==> config.mk <==
export PLATFORM = sky130hd
export DESIGN_NAME = spi_wordeng
export DESIGN_NICKNAME = d
export VERILOG_FILES = /design/src/rtl/spi_wordeng_pkg.sv /design/src/rtl/spi_wordeng_sync.sv /design/src/rtl/spi_wordeng_cfg.sv /design/src/rtl/spi_wordeng_xfer.sv /design/src/rtl/spi_wordeng.sv
export SDC_FILE = /design/constraint.sdc
export NUM_CORES = 1
export LEC_CHECK = 0
export ABC_AREA = 1
export ABC_CLOCK_PERIOD_IN_PS = 4500
export BUFFER_PORTS_ARGS = -buffer_cell sky130_fd_sc_hd__buf_2
export CELL_PAD_IN_SITES_DETAIL_PLACEMENT = 0
export CELL_PAD_IN_SITES_GLOBAL_PLACEMENT = 1
export CORE_ASPECT_RATIO = 1.2
export CORE_MARGIN = 10
export CORE_UTILIZATION = 47
export CTS_CLUSTER_SIZE = 10
export DETAILED_ROUTE_END_ITERATION = 8
export HOLD_SLACK_MARGIN = 0.15
export PLACE_DENSITY_LB_ADDON = 0.1
export SLEW_MARGIN = 20
export SYNTH_ARGS = -nofsm -noshare
export SYNTH_HDL_FRONTEND = slang
export SYNTH_SLANG_ARGS = --single-unit
==> constraint.sdc <==
create_clock -name clk_i -period 4.5 [get_ports clk_i]
set_input_delay 0.225 -clock clk_i [delete_from_list [all_inputs] [get_ports clk_i]]
set_output_delay 0.225 -clock clk_i [all_outputs]
set_load 0.005 [all_outputs]
==> src/rtl/spi_wordeng_pkg.sv <==
package spi_wordeng_pkg;
  localparam int unsigned WORD_W = 32;
  localparam int unsigned BYTE_W = 8;

  localparam logic [7:0] CFG_RST   = 8'h30;
  localparam logic [7:0] HOST_MASK = 8'hB3;
  localparam logic [7:0] CPU_MASK  = 8'h33;

  typedef enum logic [2:0] {
    PH_IDLE, PH_CMD, PH_WDATA, PH_PAD, PH_RDATA, PH_END
  } phase_e;

  typedef struct packed {
    logic same_edge;
    logic big_end;
    logic w32;
  } xcfg_t;

  function automatic xcfg_t unpack_cfg(input logic [7:0] b);
    xcfg_t c;
    c.same_edge = b[4];
    c.big_end   = b[1];
    c.w32       = b[0];
    return c;
  endfunction

  function automatic logic [WORD_W-1:0] fit_word(input logic [WORD_W-1:0] w, input logic w32);
    return w32 ? w : {16'h0, w[15:0]};
  endfunction

  function automatic logic [WORD_W-1:0] swap_bytes(input logic [WORD_W-1:0] w, input logic w32);
    return w32 ? {w[7:0], w[15:8], w[23:16], w[31:24]} : {16'h0, w[7:0], w[15:8]};
  endfunction
endpackage

==> src/rtl/spi_wordeng_sync.sv <==
module spi_wordeng_sync #(
  parameter int unsigned W      = 3,
  parameter int unsigned STAGES = 2,
  parameter logic [W-1:0] RST_VAL = '0
) (
  input  logic         clk_i,
  input  logic         rst_ni,
  input  logic [W-1:0] d_i,
  output logic [W-1:0] q_o
);
  logic [W-1:0] stg_q [STAGES];

  for (genvar s = 0; s < STAGES; s++) begin : g_stage
    if (s == 0) begin : g_first
      always_ff @(posedge clk_i or negedge rst_ni)
        if (!rst_ni) stg_q[s] <= RST_VAL;
        else         stg_q[s] <= d_i;
    end else begin : g_next
      always_ff @(posedge clk_i or negedge rst_ni)
        if (!rst_ni) stg_q[s] <= RST_VAL;
        else         stg_q[s] <= stg_q[s-1];
    end
  end

  assign q_o = stg_q[STAGES-1];
endmodule

==> src/rtl/spi_wordeng_cfg.sv <==
module spi_wordeng_cfg
  import spi_wordeng_pkg::*;
#(
  parameter int unsigned ADDR_W  = 8,
  parameter logic [7:0]  DLY_RST = 8'h04
) (
  input  logic              clk_i,
  input  logic              rst_ni,
  input  logic              host_we_i,
  input  logic [ADDR_W-1:0] host_addr_i,
  input  logic [7:0]        host_wdata_i,
  input  logic              cpu_we_i,
  input  logic [ADDR_W-1:0] cpu_addr_i,
  input  logic [7:0]        cpu_wdata_i,
  output logic [7:0]        cfg_byte_o,
  output logic [7:0]        dly_o
);
  localparam int unsigned NREG = 2;
  localparam logic [7:0] RSTV [NREG] = '{CFG_RST, DLY_RST};
  localparam logic [7:0] HMSK [NREG] = '{HOST_MASK, 8'hFF};
  localparam logic [7:0] CMSK [NREG] = '{CPU_MASK, 8'hFF};

  logic [7:0] reg_q [NREG];

  for (genvar g = 0; g < NREG; g++) begin : g_reg
    logic host_hit, cpu_hit;
    assign host_hit = host_we_i && (host_addr_i == ADDR_W'(g));
    assign cpu_hit  = cpu_we_i  && (cpu_addr_i  == ADDR_W'(g));
    // host wins a same-cycle collision
    always_ff @(posedge clk_i or negedge rst_ni)
      if (!rst_ni)       reg_q[g] <= RSTV[g];
      else if (host_hit) reg_q[g] <= (reg_q[g] & ~HMSK[g]) | (host_wdata_i & HMSK[g]);
      else if (cpu_hit)  reg_q[g] <= (reg_q[g] & ~CMSK[g]) | (cpu_wdata_i & CMSK[g]);
  end

  assign cfg_byte_o = reg_q[0];
  assign dly_o      = reg_q[1];
endmodule

==> src/rtl/spi_wordeng_xfer.sv <==
module spi_wordeng_xfer
  import spi_wordeng_pkg::*;
#(
  parameter int unsigned ADDR_W = 8,
  parameter int unsigned DLY_W  = 8
) (
  input  logic              clk_i,
  input  logic              rst_ni,
  input  logic              cs_low_i,
  input  logic              cs_fall_i,
  input  logic              sclk_rise_i,
  input  logic              sclk_fall_i,
  input  logic              mosi_i,
  input  xcfg_t             cfg_i,
  input  logic [DLY_W-1:0]  dly_i,
  input  logic [WORD_W-1:0] rdata_i,
  output logic [ADDR_W-1:0] addr_o,
  output logic [WORD_W-1:0] wdata_o,
  output logic              wr_o,
  output logic              rd_o,
  output logic              miso_o
);
  localparam int unsigned CNT_W = $clog2(WORD_W) + 1;
  localparam int unsigned PAD_W = DLY_W + 3;

  phase_e              phase_q;
  xcfg_t               act_q;
  logic [CNT_W-1:0]    bit_q;
  logic [PAD_W-1:0]    pad_q;
  logic [WORD_W-2:0]   rx_q;
  logic [WORD_W-1:0]   tx_q;
  logic [ADDR_W-1:0]   addr_q;
  logic [WORD_W-1:0]   wdata_q;
  logic                wr_q, rd_q, nxt_q, miso_q;
  logic                rise_d1_q, rise_d2_q;

  logic [CNT_W-1:0]  wlast, wlen;
  logic [WORD_W-1:0] raw, fitted, dec, rv_fit, rv_ord, tx_load;
  logic              cmd_wr;

  assign wlast  = act_q.w32 ? CNT_W'(31) : CNT_W'(15);
  assign wlen   = act_q.w32 ? CNT_W'(32) : CNT_W'(16);
  assign raw    = {rx_q, mosi_i};
  assign fitted = fit_word(raw, act_q.w32);
  assign dec    = act_q.big_end ? fitted : swap_bytes(fitted, act_q.w32);
  assign cmd_wr = act_q.w32 ? dec[31] : dec[15];

  assign rv_fit  = fit_word(rdata_i, act_q.w32);
  assign rv_ord  = act_q.big_end ? rv_fit : swap_bytes(rv_fit, act_q.w32);
  // left-align so the MSB always sits at the top of the shifter
  assign tx_load = act_q.w32 ? rv_ord : {rv_ord[15:0], 16'h0};

  always_ff @(posedge clk_i or negedge rst_ni) begin
    if (!rst_ni) begin
      phase_q   <= PH_IDLE;
      act_q     <= unpack_cfg(CFG_RST);
      bit_q     <= '0;
      pad_q     <= '0;
      rx_q      <= '0;
      tx_q      <= '0;
      addr_q    <= '0;
      wdata_q   <= '0;
      wr_q      <= 1'b0;
      rd_q      <= 1'b0;
      nxt_q     <= 1'b0;
      miso_q    <= 1'b0;
      rise_d1_q <= 1'b0;
      rise_d2_q <= 1'b0;
    end else begin
      wr_q      <= 1'b0;
      rd_q      <= 1'b0;
      rise_d1_q <= sclk_rise_i && cs_low_i;
      rise_d2_q <= rise_d1_q;
      if (!cs_low_i) begin
        phase_q <= PH_IDLE;
        nxt_q   <= 1'b0;
        miso_q  <= 1'b0;
      end else if (cs_fall_i) begin
        act_q   <= cfg_i;
        phase_q <= PH_CMD;
        bit_q   <= '0;
        nxt_q   <= 1'b0;
        miso_q  <= 1'b0;
      end else begin
        if (sclk_rise_i) begin
          rx_q <= raw[WORD_W-2:0];
          unique case (phase_q)
            PH_CMD: begin
              nxt_q <= 1'b0;
              if (bit_q == wlast) begin
                addr_q <= dec[ADDR_W-1:0];
                bit_q  <= '0;
                if (cmd_wr) begin
                  phase_q <= PH_WDATA;
                end else begin
                  rd_q <= 1'b1;
                  if (dly_i == '0) phase_q <= PH_RDATA;
                  else begin
                    phase_q <= PH_PAD;
                    pad_q   <= {dly_i, 3'b000} - PAD_W'(1);
                  end
                end
              end else begin
                bit_q <= bit_q + CNT_W'(1);
              end
            end
            PH_WDATA: begin
              if (bit_q == wlast) begin
                wdata_q <= dec;
                wr_q    <= 1'b1;
                phase_q <= PH_END;
              end else begin
                bit_q <= bit_q + CNT_W'(1);
              end
            end
            PH_PAD: begin
              if (pad_q == '0) begin
                nxt_q   <= tx_q[WORD_W-1];
                tx_q    <= tx_q << 1;
                bit_q   <= CNT_W'(1);
                phase_q <= PH_RDATA;
              end else begin
                nxt_q <= 1'b0;
                pad_q <= pad_q - PAD_W'(1);
              end
            end
            PH_RDATA: begin
              if (bit_q == wlen) begin
                nxt_q   <= 1'b0;
                phase_q <= PH_END;
              end else begin
                nxt_q <= tx_q[WORD_W-1];
                tx_q  <= tx_q << 1;
                bit_q <= bit_q + CNT_W'(1);
              end
            end
            default: nxt_q <= 1'b0;
          endcase
        end else if (rd_q) begin
          // read data arrives one cycle after the command word closes
          if (phase_q == PH_RDATA) begin
            nxt_q <= tx_load[WORD_W-1];
            tx_q  <= tx_load << 1;
            bit_q <= CNT_W'(1);
          end else begin
            tx_q <= tx_load;
          end
        end
        if (act_q.same_edge ? rise_d2_q : sclk_fall_i) miso_q <= nxt_q;
      end
    end
  end

  assign addr_o  = addr_q;
  assign wdata_o = wdata_q;
  assign wr_o    = wr_q;
  assign rd_o    = rd_q;
  assign miso_o  = miso_q;
endmodule

==> src/rtl/spi_wordeng.sv <==
module spi_wordeng
  import spi_wordeng_pkg::*;
#(
  parameter int unsigned ADDR_W      = 8,
  parameter int unsigned SYNC_STAGES = 2,
  parameter logic [7:0]  DLY_RST     = 8'h04,
  parameter logic [ADDR_W-1:0] ID_ADDR = 8'h14,
  parameter logic [31:0] ID_WORD     = 32'h5EED_C0DE
) (
  input  logic              clk_i,
  input  logic              rst_ni,
  input  logic              sclk_i,
  input  logic              cs_ni,
  input  logic              mosi_i,
  output logic              miso_o,
  input  logic              cpu_we_i,
  input  logic [ADDR_W-1:0] cpu_addr_i,
  input  logic [7:0]        cpu_wdata_i,
  output logic [ADDR_W-1:0] bus_addr_o,
  output logic [31:0]       bus_wdata_o,
  output logic              bus_we_o,
  output logic              bus_re_o,
  input  logic [31:0]       bus_rdata_i,
  output logic              wake_o,
  output logic              irq_high_o
);
  localparam logic [ADDR_W-1:0] A_CFG = ADDR_W'(0);
  localparam logic [ADDR_W-1:0] A_DLY = ADDR_W'(1);

  logic              sclk_s, cs_s, mosi_s, sclk_d_q, cs_d_q;
  logic              sclk_rise, sclk_fall, cs_fall;
  logic [7:0]        cfg_byte, dly;
  logic [ADDR_W-1:0] x_addr;
  logic [WORD_W-1:0] x_wdata, rdata_mux;
  logic              x_wr, x_rd, is_local, host_cfg_wr;

  spi_wordeng_sync #(.W(3), .STAGES(SYNC_STAGES), .RST_VAL(3'b010)) u_sync (
    .clk_i (clk_i),
    .rst_ni(rst_ni),
    .d_i   ({sclk_i, cs_ni, mosi_i}),
    .q_o   ({sclk_s, cs_s, mosi_s})
  );

  always_ff @(posedge clk_i or negedge rst_ni)
    if (!rst_ni) begin
      sclk_d_q <= 1'b0;
      cs_d_q   <= 1'b1;
    end else begin
      sclk_d_q <= sclk_s;
      cs_d_q   <= cs_s;
    end

  assign sclk_rise = sclk_s & ~sclk_d_q;
  assign sclk_fall = ~sclk_s & sclk_d_q;
  assign cs_fall   = ~cs_s & cs_d_q;

  spi_wordeng_cfg #(.ADDR_W(ADDR_W), .DLY_RST(DLY_RST)) u_cfg (
    .clk_i       (clk_i),
    .rst_ni      (rst_ni),
    .host_we_i   (x_wr),
    .host_addr_i (x_addr),
    .host_wdata_i(x_wdata[7:0]),
    .cpu_we_i    (cpu_we_i),
    .cpu_addr_i  (cpu_addr_i),
    .cpu_wdata_i (cpu_wdata_i),
    .cfg_byte_o  (cfg_byte),
    .dly_o       (dly)
  );

  always_comb begin
    unique case (x_addr)
      A_CFG:   rdata_mux = {24'h0, cfg_byte};
      A_DLY:   rdata_mux = {24'h0, dly};
      ID_ADDR: rdata_mux = ID_WORD;
      default: rdata_mux = bus_rdata_i;
    endcase
  end

  spi_wordeng_xfer #(.ADDR_W(ADDR_W), .DLY_W(8)) u_xfer (
    .clk_i      (clk_i),
    .rst_ni     (rst_ni),
    .cs_low_i   (~cs_s),
    .cs_fall_i  (cs_fall),
    .sclk_rise_i(sclk_rise),
    .sclk_fall_i(sclk_fall),
    .mosi_i     (mosi_s),
    .cfg_i      (unpack_cfg(cfg_byte)),
    .dly_i      (dly),
    .rdata_i    (rdata_mux),
    .addr_o     (x_addr),
    .wdata_o    (x_wdata),
    .wr_o       (x_wr),
    .rd_o       (x_rd),
    .miso_o     (miso_o)
  );

  assign is_local    = (x_addr == A_CFG) || (x_addr == A_DLY) || (x_addr == ID_ADDR);
  assign host_cfg_wr = x_wr && (x_addr == A_CFG);
  assign bus_addr_o  = x_addr;
  assign bus_wdata_o = x_wdata;
  assign bus_we_o    = x_wr && !is_local;
  assign bus_re_o    = x_rd && !is_local;
  assign wake_o      = cfg_byte[7];
  assign irq_high_o  = cfg_byte[5];
endmodule

-- After elaboration in Yosys (flattened, before gate mapping)
Cells that the tools add are included.
- output and inout bits: 45
- logic and storage cells: 161
- input port bits: 54
- register bits after elaboration: 156
- reductions and logical operators: 35
- add/subtract/negate cells: 3
- bitwise logic cells: 9
- muxes and demuxes: 68
- equal/unequal tests: 24
- operators by type and width (cell ; number):
    two-way mux 32 bit ; 12
    one-hot mux 32 bit (3 select lines) ; 1
    one-hot mux 32 bit (2 select lines) ; 1
    two-way mux 6 bit ; 9
    two-way mux 11 bit ; 4
    two-way mux 8 bit ; 4
    two-way mux 3 bit ; 9
    zero test 8 bit ; 3
    one-hot mux 6 bit (4 select lines) ; 1
    two-way mux 1 bit ; 23
    one-hot mux 11 bit (2 select lines) ; 1
    subtractor 11 x 1 -> 11 bit, second input constant ; 2
    == test 8 x 1 -> 1 bit, second input constant ; 2
    inequality test 4 x 3 -> 1 bit, second input constant ; 4
    inequality test 4 bit, second input constant ; 4
    == test 6 bit ; 2
    one-hot mux 3 bit (4 select lines) ; 1
    AND reduction 6 bit ; 2
    nonzero test 3 bit ; 4
    zero test 11 bit ; 1
    AND reduction 5 bit ; 2
    inequality test 3 bit, second input constant ; 3
    == test 8 x 5 -> 1 bit, second input constant ; 1
    bitwise OR 7 x 8 -> 8 bit ; 1
    other kinds (22) ; 42

-- Longest topological paths before layout
Gate-level depths: netlist of run 1.
- depth in word-level cells: 11
- depth in mapped cells: 16
- mapped depth without buffers: 16

-- Modules after synthesis
From an unflattened synthesis of run 1, not the netlist that was laid out.
- cell total of the unflattened synthesis: 1371
- area total of the unflattened synthesis: 9648.0 um^2
- modules (own cells, without submodules) (module ; sequential area each (um^2) ; cells an instance ; area an instance (um^2) ; instances):
    spi_wordeng_xfer ; 3304.4 ; 1081 ; 7802.5 ; 1
    spi_wordeng_cfg ; 329.1 ; 131 ; 910.9 ; 1
    spi_wordeng ; 51.3 ; 150 ; 759.5 ; 1
    spi_wordeng_sync ; 152.6 ; 9 ; 175.2 ; 1

-- Worst setup path after synthesis of run 1
Ideal clock, no wire load.
- kind: reg-to-reg
- from: reg u_xfer.pad_q[0]
- to: reg u_xfer.tx_q[22]
- path buffers: 1
- arrival: 1674 ps
- library setup time: 123 ps
- stages on the path, launching flop included: 13
- data required time: 4377 ps
- slack: 2703 ps
- period minus slack after synthesis: 1797 ps
- cell sequence: dfrtp_1 inv_1 ha_1 nand4_1 nor2_1 nor2_1 nand2_1 nand2_1 nor2_4 buf_6 o21ai_0 o22ai_1 nand2_1
- longest elaborated chain between the ends: 3
- ends and longest elaborated chain (element ; RTL line ; source):
    from (decl) ; spi_wordeng_xfer.sv:29 ; logic [PAD_W-1:0] pad_q;
    from (signal assigned) ; spi_wordeng_xfer.sv:100 ; pad_q <= {dly_i, 3'b000} - PAD_W'(1);
    from (signal assigned) ; spi_wordeng_xfer.sv:124 ; pad_q <= pad_q - PAD_W'(1);
    zero test 11 bit ; spi_wordeng_xfer.sv:117 ; if (pad_q == '0) begin
    inequality test 3 bit (no source line) ; n/a ;
    AND reduction 6 bit (no source line) ; n/a ;
    to (signal assigned) ; spi_wordeng_xfer.sv:119 ; tx_q <= tx_q << 1;
    to (signal assigned) ; spi_wordeng_xfer.sv:133 ; tx_q <= tx_q << 1;
    to (signal assigned) ; spi_wordeng_xfer.sv:143 ; tx_q <= tx_load << 1;
    to (decl) ; spi_wordeng_xfer.sv:31 ; logic [WORD_W-1:0] tx_q;
Every way passes these cells.
A chain may end at the register's enable or synchronous reset.

-- Final worst setup path of run 1
- from: reg sclk_d_q
- to: reg u_xfer.wdata_q[3], in the netlist u_xfer.wdata_o[3]
- longest elaborated chain between the ends: 3
- ends and longest elaborated chain (element ; RTL line ; source):
    from (decl) ; spi_wordeng.sv:30 ; logic sclk_s, cs_s, mosi_s, sclk_d_q, cs_d_q;
    from (signal assigned) ; spi_wordeng.sv:49 ; sclk_d_q <= sclk_s;
    NOT 1 bit ; spi_wordeng.sv:53 ; assign sclk_rise = sclk_s & ~sclk_d_q;
    AND 1 bit ; spi_wordeng.sv:53 ;
    AND reduction 5 bit (no source line) ; n/a ;
    to (signal assigned) ; spi_wordeng_xfer.sv:62 ; wdata_q <= '0;
    to (signal assigned) ; spi_wordeng_xfer.sv:109 ; wdata_q <= dec;
    to (decl) ; spi_wordeng_xfer.sv:33 ; logic [WORD_W-1:0] wdata_q;
Every way passes these cells.

==> results of run 1 <==
## path summary, 6_finish.rpt
kind	from	endpoint	slack, ps	cells past startpoint
worst min register to register	u_xfer.rise_d1_q$_DFF_PN0_	u_xfer.rise_d2_q$_DFF_PN0_	350	0
worst min-delay path	cpu_wdata_i[6]	u_cfg.dly_o[6]$_DFFE_PN0P_	150	3
worst max-delay path	sclk_d_q$_DFF_PN0_	u_xfer.wdata_o[3]$_DFFE_PN0P_	1490	9
min in group asynchronous	rst_ni	u_xfer.miso_o$_DFFE_PN0P_	420	2
worst max register to register	sclk_d_q$_DFF_PN0_	u_xfer.wdata_o[3]$_DFFE_PN0P_	1490	9
max in group asynchronous	rst_ni	u_xfer.rx_q[16]$_DFFE_PN0P_	3060	3
## cell usage after synthesis, drive strengths merged
cell type and instances:
nand2 378, dfrtp 146, inv 130, o21ai 127, nor2 120, nand3 95, a21oi 31, clkbuf 31
o211ai 28, o22ai 26, buf 21, nand4 16, xor2 10, a22oi 8, a31oi 8, mux2i 8
nor3 8, dfstp 7, ha 6, a21boi 5, nand3b 3, nor4 3, o21a 3, or2 3
a211oi 2, o21bai 2, o31ai 2, xnor2 2
## per-layer routing
metal / GRT usage (%) / share of wire (%)
met5: 0 / 0
met4: 8.671 / 2.7
met3: 3.276 / 3.7
met2: 37.99 / 50
met1: 27.81 / 44
## registers in the layout, indices dropped and copies added (netlist names)
name and flops:
u_xfer.pad_q 11, u_xfer.wdata_o 32, u_xfer.tx_q 32, u_xfer.miso_o 1
u_xfer.rd_o 1, u_xfer.act_q 3, u_sync.stg_q 3, cs_d_q 1
u_xfer.phase_q 3, u_cfg.dly_o 8, u_xfer.bit_q 6, u_cfg.cfg_byte_o 5
u_xfer.nxt_q 1, u_sync.q_o 3, u_xfer.rx_q 31, u_xfer.wr_o 1
u_xfer.rise_d2_q 1, u_xfer.rise_d1_q 1, sclk_d_q 1, u_xfer.addr_o 8
## power by group through the flow
stage                     clock [µW]  sequential [µW]  combinational (µW)
after global routing            1580             1580                 564
final                           1510             1570                 495
after global placement             0             1590                 484
after detailed placement           0             1590                 489
after floorplan                    0             1570                 341
after CTS                       1540             1570                 497
## area by class of cell
cell class | count | area [µm²]
Antenna cell | 1 | 2.502
Clock buffer | 18 | 439.2
Clock inverter | 14 | 176.4
Fill cell | 1898 | 8512
Inverter | 130 | 490.5
Multi-Input combinational cell | 894 | 4334
Sequential cell | 153 | 3837
Tap cell | 256 | 320.3
Timing Repair Buffer | 118 | 674.4
## per-stage QoR
step / setup WS, ps / cells / total power, µW / instance area [µm²]
floorplan: 2703 / 1229 / 1909 / 8917
global placement: 1483 / 1540 / 2077 / 9547
detailed placement: 1482 / 1540 / 2081 / 9547
CTS: 1467 / 1583 / 3603 / 10270
global route: 1157 / 1583 / 3729 / 10270
finish: 1486 / 1584 / 3575 / 10270
## worst max-delay path: stages, from the launching register on
cell	delay [ps]
sky130_fd_sc_hd__dfrtp_1	410
sky130_fd_sc_hd__nor2_4	100
sky130_fd_sc_hd__buf_4	320
sky130_fd_sc_hd__inv_2	290
sky130_fd_sc_hd__nor2_4	170
sky130_fd_sc_hd__inv_1	260
sky130_fd_sc_hd__nor2_4	810
sky130_fd_sc_hd__inv_2	290
sky130_fd_sc_hd__nand2_1	110
sky130_fd_sc_hd__o21ai_0	80
## cell families after synthesis
group | count (synthesis)
AND/OR/NAND/NOR | 626
XOR/XNOR | 12
adder cells (fa/ha/maj) | 6
flip-flops | 153
AO/OA/AOI/OAI | 242
multiplexers | 8
buffers and inverters | 182
==> summary.md, run 1 <==
| Metric | Value |
|---|---|
| Clock tree from TritonCTS | built |
| Dominant cell type by area after synthesis | sky130_fd_sc_hd__dfrtp_1 |
| Antenna viol nets, final | 0 |
| Max cap viols | 0 |
| Net switching component of the power | 1053 µW |
| Count of hold-fix buffers inserted at cts | 11 |
| Slew of the pin with the lowest slew margin | 991.8 ps |
| Warnings, synthesis | 0 |
| Die Wd | 145.7 µm |
| Buffer levels on the longest clock path | 2 |
| Worst clock skew on the final layout | 12.20 ps |
| Power per unit of standard cell area | 347.9 mW/mm² |
| 1st-pass router iterations | 5 |
| Total routed wirelength | 27760 µm |
| Shortest clock period the worst path allows after layout | 3014 ps |
| Starting utilization of the core area | 47.47% |
| Leakage power | 0.005250 µW |
| Number of DRC violations after detailed routing | 0 |
| Ranking of synthesized cells by area | sky130_fd_sc_hd__dfrtp_1, sky130_fd_sc_hd__nand2_1, sky130_fd_sc_hd__o21ai_0 |
| All-Layer GR Usage | 22.23% |
| Seq/Total Area, Yosys | 43.03% |
| Number of gates given a new drive strength after cts | 0 |
| Initial antenna violation count | 1 |
| Cell internal pwr | 2522 µW |
| Final hold viol count | 0 |
| End-of-flow core utilization | 54.69% |
| Post-Route Hold Slack | 151.9 ps |
| Share of cell area taken by muxes after synthesis | 0.8980% |
| Largest fanout of any net on the critical path | 41 |
| Synthesized-area fraction occupied by adder cells | 0.8419% |
| Row count | 55 |
| Area of the die | 0.02491 mm² |
| Most frequent cells in the layout | sky130_fd_sc_hd__nand2_1, sky130_fd_sc_hd__dfrtp_1, sky130_fd_sc_hd__inv_1 |
| Worst voltage drop across the vdd grid | 0.2751 mV |
| Final clock period utilization by the worst path | 66.98% |
| Number of primary I/O pins | 99 |
| Switching part of the total | 29.46% |
| Total number of vias | 8489 |
| Library cells used by synthesis | 47 |
| Portion of total power attributed to sequential cells | 44.0% |
| Total count of max-transition violations in the final report | 0 |
| Clock buffer count from CTS | 17 |
| P&R area growth vs syn | 15.22% |
| Share of the synthesized area in compound gates (AO/OA/AOI/OAI) | 15.55% |
| Critical setup path kind | flop to flop |
| Iter 0 DRT Violations | 620 |
| Number of register bits inferred by synthesis | 153 |
| GRT overflow | 0 |
| Nets in the synthesized netlist | 1289 |
| Worst setup EP type | flop |
| Clock transition at path regs | 70 ps |
| Clock group share of total power | 42.2% |
| Port buffer count | 98 |
| Mean area per synthesized cell | 7.256 µm² |
| Setup Fix Bufs, Post-CTS | 0 |
| Proportion of power drawn by combinational gates | 13.9% |
| Clock net sink count | 153 |
| Summed negative setup slack over all endpoints | 0 ps |
| CORE AREA | 0.01879 mm² |
| Clock latency on the worst-skew pair | 430 ps |
| Post-detailed-route via-to-cell ratio | 5.359 |
| Die height | 170.9 µm |
| Worst slew slack as a fraction of its limit | 33.63% |
| CTS HTree Levels | 4 |
| Wire length of the first global-routing pass | 44610 µm |
| Final nets | 1374 |
| FMAX | 331.8 MHz |
| Fraction of layout instances using a drive strength above 1 | 14.32% |
| Kind of start point of the critical path | flop |
| Path category of the worst min-delay check | primary input to flop |
| Number of standard cells after synthesis | 1229 |
| Arrival time worst endpoint | 3310 ps |
| Routability congestion estimate from global placement | 0.8889 |
| Area of the mapped netlist | 0.008917 mm² |
| Final HPWL from detailed placement | 20190 µm |
| Endpoints failing setup | 0 |
| Root cell of the clock tree | sky130_fd_sc_hd__clkbuf_16 |
| WL per Instance | 17.53 µm |
| Status | finished, final reports clean |
| Maximum number of pins on one net before global-route repair | 82 |
| Via count of the first global-routing pass | 8279 |
| Most frequent standard cell in the layout excluding fill and tap cells | sky130_fd_sc_hd__nand2_1 |
| Combinational family with the most area after synthesis | simple AND/OR/NAND/NOR gates |
| Post-synthesis share of cell area spent on and, or, nand and nor gates | 30.00% |
| Unrepaired setup endpoints after global routing | no |
| Share of the synthesized netlist area taken by xor and xnor gates | 1.263% |
| Proportion of netlist area held by the largest area contributor | 40.97% |
| Worst path required time | 4790 ps |
No activity file was read; power rests on OpenSTA's default activity.
==> run 2, diff against run 1 <==
--- a/config.mk
+++ b/config.mk
@@ -6,13 +6,13 @@
 export NUM_CORES = 1
 export LEC_CHECK = 0
 export ABC_AREA = 1
-export ABC_CLOCK_PERIOD_IN_PS = 4500
+export ABC_CLOCK_PERIOD_IN_PS = 2810
 export BUFFER_PORTS_ARGS = -buffer_cell sky130_fd_sc_hd__buf_2
 export CELL_PAD_IN_SITES_DETAIL_PLACEMENT = 0
 export CELL_PAD_IN_SITES_GLOBAL_PLACEMENT = 1
 export CORE_ASPECT_RATIO = 1.2
 export CORE_MARGIN = 10
-export CORE_UTILIZATION = 47
+export CORE_UTILIZATION = 43
 export CTS_CLUSTER_SIZE = 10
 export DETAILED_ROUTE_END_ITERATION = 8
 export HOLD_SLACK_MARGIN = 0.15
==> constraint.sdc (replaced) <==
create_clock -name clk_i -period 2.81 [get_ports clk_i]
set_input_delay 0.1405 -clock clk_i [delete_from_list [all_inputs] [get_ports clk_i]]
set_output_delay 0.1405 -clock clk_i [all_outputs]
set_load 0.005 [all_outputs]
==> summary.md, run 2 (synthesized netlist as in run 1, its figures left out) <==
| Metric | Value |
|---|---|
| Status | finished, final reports clean |
| Most frequent standard cell in the layout excluding fill and tap cells | sky130_fd_sc_hd__nand2_1 |
| CP Cell Sequence | nor2_1, nand2_1, nor2_2, nor2_2, nand2_1, o21ai_0, nand2_1, nand3_1, nor2_1, a21oi_1, nand2_1 |
| Iter 0 DRT Violations | 590 |
| Area of the die | 0.02692 mm² |
| Number of DRC violations after detailed routing | 0 |
| Instance area after placement | 0.009743 mm² |
| Total buffers and inverters traversed by the critical path | 0 |
| Routability congestion estimate from global placement | 0.8582 |
| Final hold viol count | 0 |
| 1st-pass router iterations | 7 |
| Maximum number of pins on one net before global-route repair | 63 |
| Power per unit of standard cell area | 554.8 mW/mm² |
| Clock net sink count | 153 |
| Clock transition at path regs | 70 ps |
| Row count | 57 |
| Final clock period utilization by the worst path | 89.13% |
| Post-detailed-route via-to-cell ratio | 5.317 |
| Via count of the first global-routing pass | 8657 |
| Slew of the pin with the lowest slew margin | 661.9 ps |
| Arrival time worst endpoint | 2830 ps |
| Root cell of the clock tree | sky130_fd_sc_hd__clkbuf_16 |
| Die Wd | 151.5 µm |
| Cell family with most CP delay | simple AND/OR/NAND/NOR gates |
| Final Cell Area | 0.01054 mm² |
| Final HPWL from detailed placement | 21490 µm |
| Wire length of the first global-routing pass | 46380 µm |
| Final nets | 1401 |
| Fraction of layout instances using a drive strength above 1 | 15.81% |
| GRT overflow | 0 |
| Summed negative setup slack over all endpoints | 0 ps |
| CORE AREA | 0.02033 mm² |
| FMAX | 399.3 MHz |
| Die height | 177.8 µm |
| Worst path required time | 3130 ps |
| Critical setup path kind | flop to flop |
| Buffer levels on the longest clock path | 2 |
| Kind of start point of the critical path | flop |
| End-of-flow core utilization | 51.83% |
| Clock tree from TritonCTS | built |
| Total chip power | 5845 µW |
| Crit path setup slack, layout | 305.4 ps |
| Leakage power | 0.005390 µW |
| Total count of max-transition violations in the final report | 0 |
| Path category of the worst min-delay check | primary input to flop |
| Reg2Reg Setup Slack | 310 ps |
| Total routed wirelength | 28700 µm |
| Initial antenna violation count | 2 |
| CTS HTree Levels | 4 |
| Most frequent cells in the layout | sky130_fd_sc_hd__nand2_1, sky130_fd_sc_hd__dfrtp_1, sky130_fd_sc_hd__inv_1 |
| Total number of vias | 8619 |
| Largest fanout of any net on the critical path | 12 |
| Unrepaired setup endpoints after global routing | no |
| P&R area growth vs syn | 18.14% |
| Max cap viols | 0 |
| Starting utilization of the core area | 43.87% |
| Slowest CP cell | sky130_fd_sc_hd__nor2_2 |
| Worst setup EP type | flop |
| Clock buffer count from CTS | 17 |
| Worst clock skew on the final layout | 11.24 ps |
| Worst slack at placement | 97.00 ps |
| Slowest stage delay, CP | 470 ps |
| Worst slew slack as a fraction of its limit | 55.75% |
| Number of primary I/O pins | 99 |
| Worst voltage drop across the vdd grid | 0.4284 mV |
| Most repeated library cell on the critical path | sky130_fd_sc_hd__nand2_1 |
| Port buffer count | 98 |
| Antenna viol nets, final | 0 |
| Endpoints failing setup | 0 |
| WL per Instance | 17.70 µm |
| Clock latency on the worst-skew pair | 430 ps |
| Shortest clock period the worst path allows after layout | 2505 ps |
| Setup Fix Bufs, Post-CTS | 0 |
| All-Layer GR Usage | 21.91% |
==> run 2: changes by cell type in the layout (fill, tap and decap cells not counted), sizes merged <==
cell / change
inv: +1
bufinv: +1
clkinv: -2
diode: +1
dlygate4sd3: +4
buf: +23
==> run 2: final cells by class <==
type | count | area, µm²
Sequential cell | 153 | 3837
Fill cell | 2112 | 9791
Clock inverter | 14 | 195.2
Clock buffer | 18 | 439.2
Inverter | 130 | 490.5
Tap cell | 265 | 331.6
Multi-Input combinational cell | 894 | 4337
Timing Repair Buffer | 145 | 899.6
Antenna cell | 2 | 5.005
==> run 2: path summary, 6_finish.rpt <==
| check | cells past startpoint | from | endpoint |
|---|---|---|---|
| setup / recovery | 11 | u_xfer.addr_o[1]$_DFFE_PN0P_ | u_xfer.tx_q[4]$_DFFE_PN0P_ |
| hold / removal | 6 | cpu_addr_i[6] | u_cfg.cfg_byte_o[1]$_DFFE_PN0P_ |
| setup reg to reg | 11 | u_xfer.addr_o[1]$_DFFE_PN0P_ | u_xfer.tx_q[4]$_DFFE_PN0P_ |
| hold reg to reg | 0 | u_xfer.rise_d1_q$_DFF_PN0_ | u_xfer.rise_d2_q$_DFF_PN0_ |
| max in group asynchronous | 3 | rst_ni | u_cfg.cfg_byte_o[5]$_DFFE_PN1P_ |
| min in group asynchronous | 2 | rst_ni | u_sync.q_o[2]$_DFF_PN0_ |
==> run 2: report_power, final <==
group          switching, µW  internal [µW]
Clock                   1040           1460
Sequential               138           2380
Combinational            516            307
Total                   1690           4150
==> run 2: repair_timing <==
action	4_1_cts	5_1_grt
resized for setup	0	1
hold buffers	15	0
endpoints found under the hold margin	74	0
endpoints found under the setup margin	0	14
==> run 2: per-stage QoR <==
stage / hold slack (ps) / cells
6_report: 194.5 / 1621
4_1_cts: 196.3 / 1619
3_5_place_dp: 184.1 / 1572
3_3_place_gp: 185.3 / 1572
2_1_floorplan: -155.1 / 1229
5_1_grt: 245.3 / 1619
==> run 2: worst register-to-register path, cell delays in order (launching register included) <==
cell	delay, ps
sky130_fd_sc_hd__dfrtp_1	410
sky130_fd_sc_hd__nor2_1	60
sky130_fd_sc_hd__nand2_1	100
sky130_fd_sc_hd__nor2_2	90
sky130_fd_sc_hd__nor2_2	470
sky130_fd_sc_hd__nand2_1	250
sky130_fd_sc_hd__o21ai_0	470
sky130_fd_sc_hd__nand2_1	130
sky130_fd_sc_hd__nand3_1	180
sky130_fd_sc_hd__nor2_1	60
sky130_fd_sc_hd__a21oi_1	120
sky130_fd_sc_hd__nand2_1	60
==> run 2: layer usage <==
layer	wire (µm)	vias to the layer above	GRT usage, %
li1	-	4256	-
met1	12240	4120	26.87
met2	14330	202	36.83
met3	1413	41	4.484
met4	718	0	8.353
met5	0	-	0
==> run 3, diff against run 2 <==
--- a/config.mk
+++ b/config.mk
@@ -5,14 +5,13 @@
 export SDC_FILE = /design/constraint.sdc
 export NUM_CORES = 1
 export LEC_CHECK = 0
-export ABC_AREA = 1
 export ABC_CLOCK_PERIOD_IN_PS = 2810
 export BUFFER_PORTS_ARGS = -buffer_cell sky130_fd_sc_hd__buf_2
 export CELL_PAD_IN_SITES_DETAIL_PLACEMENT = 0
 export CELL_PAD_IN_SITES_GLOBAL_PLACEMENT = 1
 export CORE_ASPECT_RATIO = 1.2
 export CORE_MARGIN = 10
-export CORE_UTILIZATION = 43
+export CORE_UTILIZATION = 45
 export CTS_CLUSTER_SIZE = 10
 export DETAILED_ROUTE_END_ITERATION = 8
 export HOLD_SLACK_MARGIN = 0.15
==> summary.md, run 3 <==
| Metric | Value |
|---|---|
| Portion of total power attributed to sequential cells | 45.5% |
| Maximum number of pins on one net before global-route repair | 75 |
| Final HPWL from detailed placement | 20350 µm |
| Total number of vias | 7705 |
| Nets in the synthesized netlist | 1000 |
| Clock transition at path regs | 70 ps |
| Worst clock skew on the final layout | 12.28 ps |
| Die height | 171.8 µm |
| Largest fanout of any net on the critical path | 13 |
| Final nets | 1107 |
| Summed negative setup slack over all endpoints | 0 ps |
| Worst slack at placement | 229.2 ps |
| Buffer levels on the longest clock path | 2 |
| Clock tree from TritonCTS | built |
| Number of primary I/O pins | 99 |
| CTS HTree Levels | 4 |
| Wire length of the first global-routing pass | 43260 µm |
| Routability congestion estimate from global placement | 0.8948 |
| R2r worst-path depth | 9 |
| Status | finished, final reports clean |
| Shortest clock period the worst path allows after layout | 2609 ps |
| Die Wd | 146.5 µm |
| Root cell of the clock tree | sky130_fd_sc_hd__clkbuf_16 |
| Capture instance of the worst register-to-register path | u_xfer.tx_q[29]$_DFFE_PN0P_ |
| Worst path required time | 3100 ps |
| Port buffer count | 98 |
| Leakage power | 0.004541 µW |
| Final hold viol count | 0 |
| Post-detailed-route via-to-cell ratio | 5.855 |
| Number of standard cells after synthesis | 940 |
| Ranking of synthesized cells by area | sky130_fd_sc_hd__dfrtp_1, sky130_fd_sc_hd__mux2_2, sky130_fd_sc_hd__mux2i_1 |
| Reg2Reg Setup Slack | 200 ps |
| Mean area per synthesized cell | 9.188 µm² |
| Proportion of power drawn by combinational gates | 13.1% |
| WL per Instance | 20.85 µm |
| P&R area growth vs syn | 18.34% |
| Worst Setup SP | u_xfer.pad_q[0]$_DFFE_PN0P_ |
| Net switching component of the power | 1576 µW |
| CORE AREA | 0.01886 mm² |
| Initial antenna violation count | 1 |
| Library cells used by synthesis | 79 |
| Cell internal pwr | 3880 µW |
| Top-count cell post-synth | sky130_fd_sc_hd__dfrtp_1 |
| Seq/Total Area, Yosys | 44.43% |
| Total count of max-transition violations in the final report | 0 |
| Area of the mapped netlist | 0.008637 mm² |
| Setup Fix Bufs, Post-CTS | 0 |
| Worst slew slack as a fraction of its limit | 57.10% |
| Total routed wirelength | 27430 µm |
| Post-Route Hold Slack | 169.2 ps |
| Number of antenna diodes | 0 |
| Most frequent cells in the layout | sky130_fd_sc_hd__dfrtp_1, sky130_fd_sc_hd__nand2_1, sky130_fd_sc_hd__buf_2 |
| Critical setup path kind | flop to flop |
| Iter 0 DRT Violations | 699 |
| Max cap viols | 0 |
| Arrival time worst endpoint | 2900 ps |
| Crit path setup slack, layout | 200.5 ps |
| Warnings, synthesis | 0 |
| Worst setup EP type | flop |
| Dominant cell type by area after synthesis | sky130_fd_sc_hd__dfrtp_1 |
| Clock latency on the worst-skew pair | 430 ps |
| Share of async-settable or async-resettable flops after synthesis | 100.0% |
| RR Startpoint | u_xfer.pad_q[0]$_DFFE_PN0P_ |
| Worst Min Path Start | cpu_addr_i[0] |
| Number of enable flip-flop cells after synthesis | 0 |
| Antenna viol nets, final | 0 |
| Clock net sink count | 153 |
| Area of the die | 0.02516 mm² |
| Clock buffer count from CTS | 17 |
| Switching part of the total | 28.88% |
| Unrepaired setup endpoints after global routing | no |
| End-of-flow core utilization | 54.21% |
| Number of register bits inferred by synthesis | 153 |
| Worst voltage drop across the vdd grid | 0.4157 mV |
| Fraction of layout instances using a drive strength above 1 | 22.64% |
| Starting utilization of the core area | 45.81% |
| Most numerous cell types in the synthesized netlist | sky130_fd_sc_hd__dfrtp_1, sky130_fd_sc_hd__nand2_1, sky130_fd_sc_hd__nor2_1 |
| Kind of start point of the critical path | flop |
| Via count of the first global-routing pass | 7649 |
| GRT overflow | 0 |
| All-Layer GR Usage | 21.62% |
| FMAX | 383.2 MHz |
| Clock group share of total power | 41.4% |
| Number of DRC violations after detailed routing | 0 |
| Slew of the pin with the lowest slew margin | 643.4 ps |
| Most frequent standard cell in the layout excluding fill and tap cells | sky130_fd_sc_hd__dfrtp_1 |
| Row count | 55 |
| Critical Path End | u_xfer.tx_q[29]$_DFFE_PN0P_ |
| Proportion of netlist area held by the largest area contributor | 42.30% |
| Path category of the worst min-delay check | primary input to flop |
| Endpoints failing setup | 0 |
| 1st-pass router iterations | 5 |
| Power per unit of standard cell area | 533.7 mW/mm² |
| Main flop type after synthesis | sky130_fd_sc_hd__dfrtp_1 |
| Final clock period utilization by the worst path | 92.86% |
-- run 3: metal layers --
metal  vias to the layer above  GRT usage [%]  wire length [µm]
met5                         -              0                10
met4                         2          8.105               745
met3                        43          4.152              1441
met2                       241          35.52             13030
met1                      3713          27.77             12210
li1                       3706              -                 -
-- run 3: repair_timing --
| action | 4_1_cts | 5_1_grt |
|---|---|---|
| endpoints found under the hold margin | 74 | 0 |
| resized for setup | 0 | 0 |
| hold buffers | 12 | 0 |
-- run 3: area by class of cell --
type	count	area, µm²
clock buffers	18	429.2
fillers	1814	8635
inverters	18	67.56
repair buffers	151	962.2
flip-flops and latches	153	3840
well taps	256	320.3
clock inverters	14	135.1
multi-input cells	706	4467
-- run 3: worst min path at each step --
stage	cells after the start	slack, ps	endpoint
2_1_floorplan	0	-160	sclk_d_q$_DFF_PN0_
3_3_place_gp	1	190	u_sync.q_o[2]$_DFF_PN0_
3_5_place_dp	1	190	u_xfer.bit_q[2]$_DFFE_PN0P_
4_1_cts	4	150	u_cfg.cfg_byte_o[5]$_DFFE_PN1P_
5_1_grt	5	210	u_xfer.tx_q[9]$_DFFE_PN0P_
6_report	4	170	u_cfg.cfg_byte_o[5]$_DFFE_PN1P_
-- run 3: critical path, stage by stage (launching register included) --
cell and delay [ps]:
sky130_fd_sc_hd__dfrtp_1 410, sky130_fd_sc_hd__inv_1 90, sky130_fd_sc_hd__ha_1 140, sky130_fd_sc_hd__nor4b_1 340, sky130_fd_sc_hd__a31oi_1 250, sky130_fd_sc_hd__o21ai_2 290
sky130_fd_sc_hd__nand2b_1 170, sky130_fd_sc_hd__buf_4 220, sky130_fd_sc_hd__a2111oi_0 420, sky130_fd_sc_hd__o21ai_0 140
-- run 3: stage by stage --
| stage | cell area [µm²] | std cells | power, µW |
|---|---|---|---|
| 5_1_grt | 10220 | 1316 | 5675 |
| 2_1_floorplan | 8637 | 940 | 2906 |
| 3_3_place_gp | 9537 | 1272 | 3216 |
| 4_1_cts | 10220 | 1316 | 5486 |
| 6_report | 10220 | 1316 | 5456 |
| 3_5_place_dp | 9537 | 1272 | 3216 |
-- run 3: power groups by stage --
stage	clock network, µW	registers (µW)	logic (µW)
after floorplan	0	2470	437
after global placement	0	2520	699
after detailed placement	0	2520	700
after CTS	2300	2480	712
after global routing	2390	2500	788
final	2260	2480	713
-- run 3: kinds of logic after synthesis --
logic type / synth area share [%]
AO/OA/AOI/OAI: 23.48
AND/OR/NAND/NOR: 16.83
flip-flops: 44.43
buffers and inverters: 3.940
multiplexers: 9.735
XOR/XNOR: 0.7099
adder cells (fa/ha/maj): 0.8692
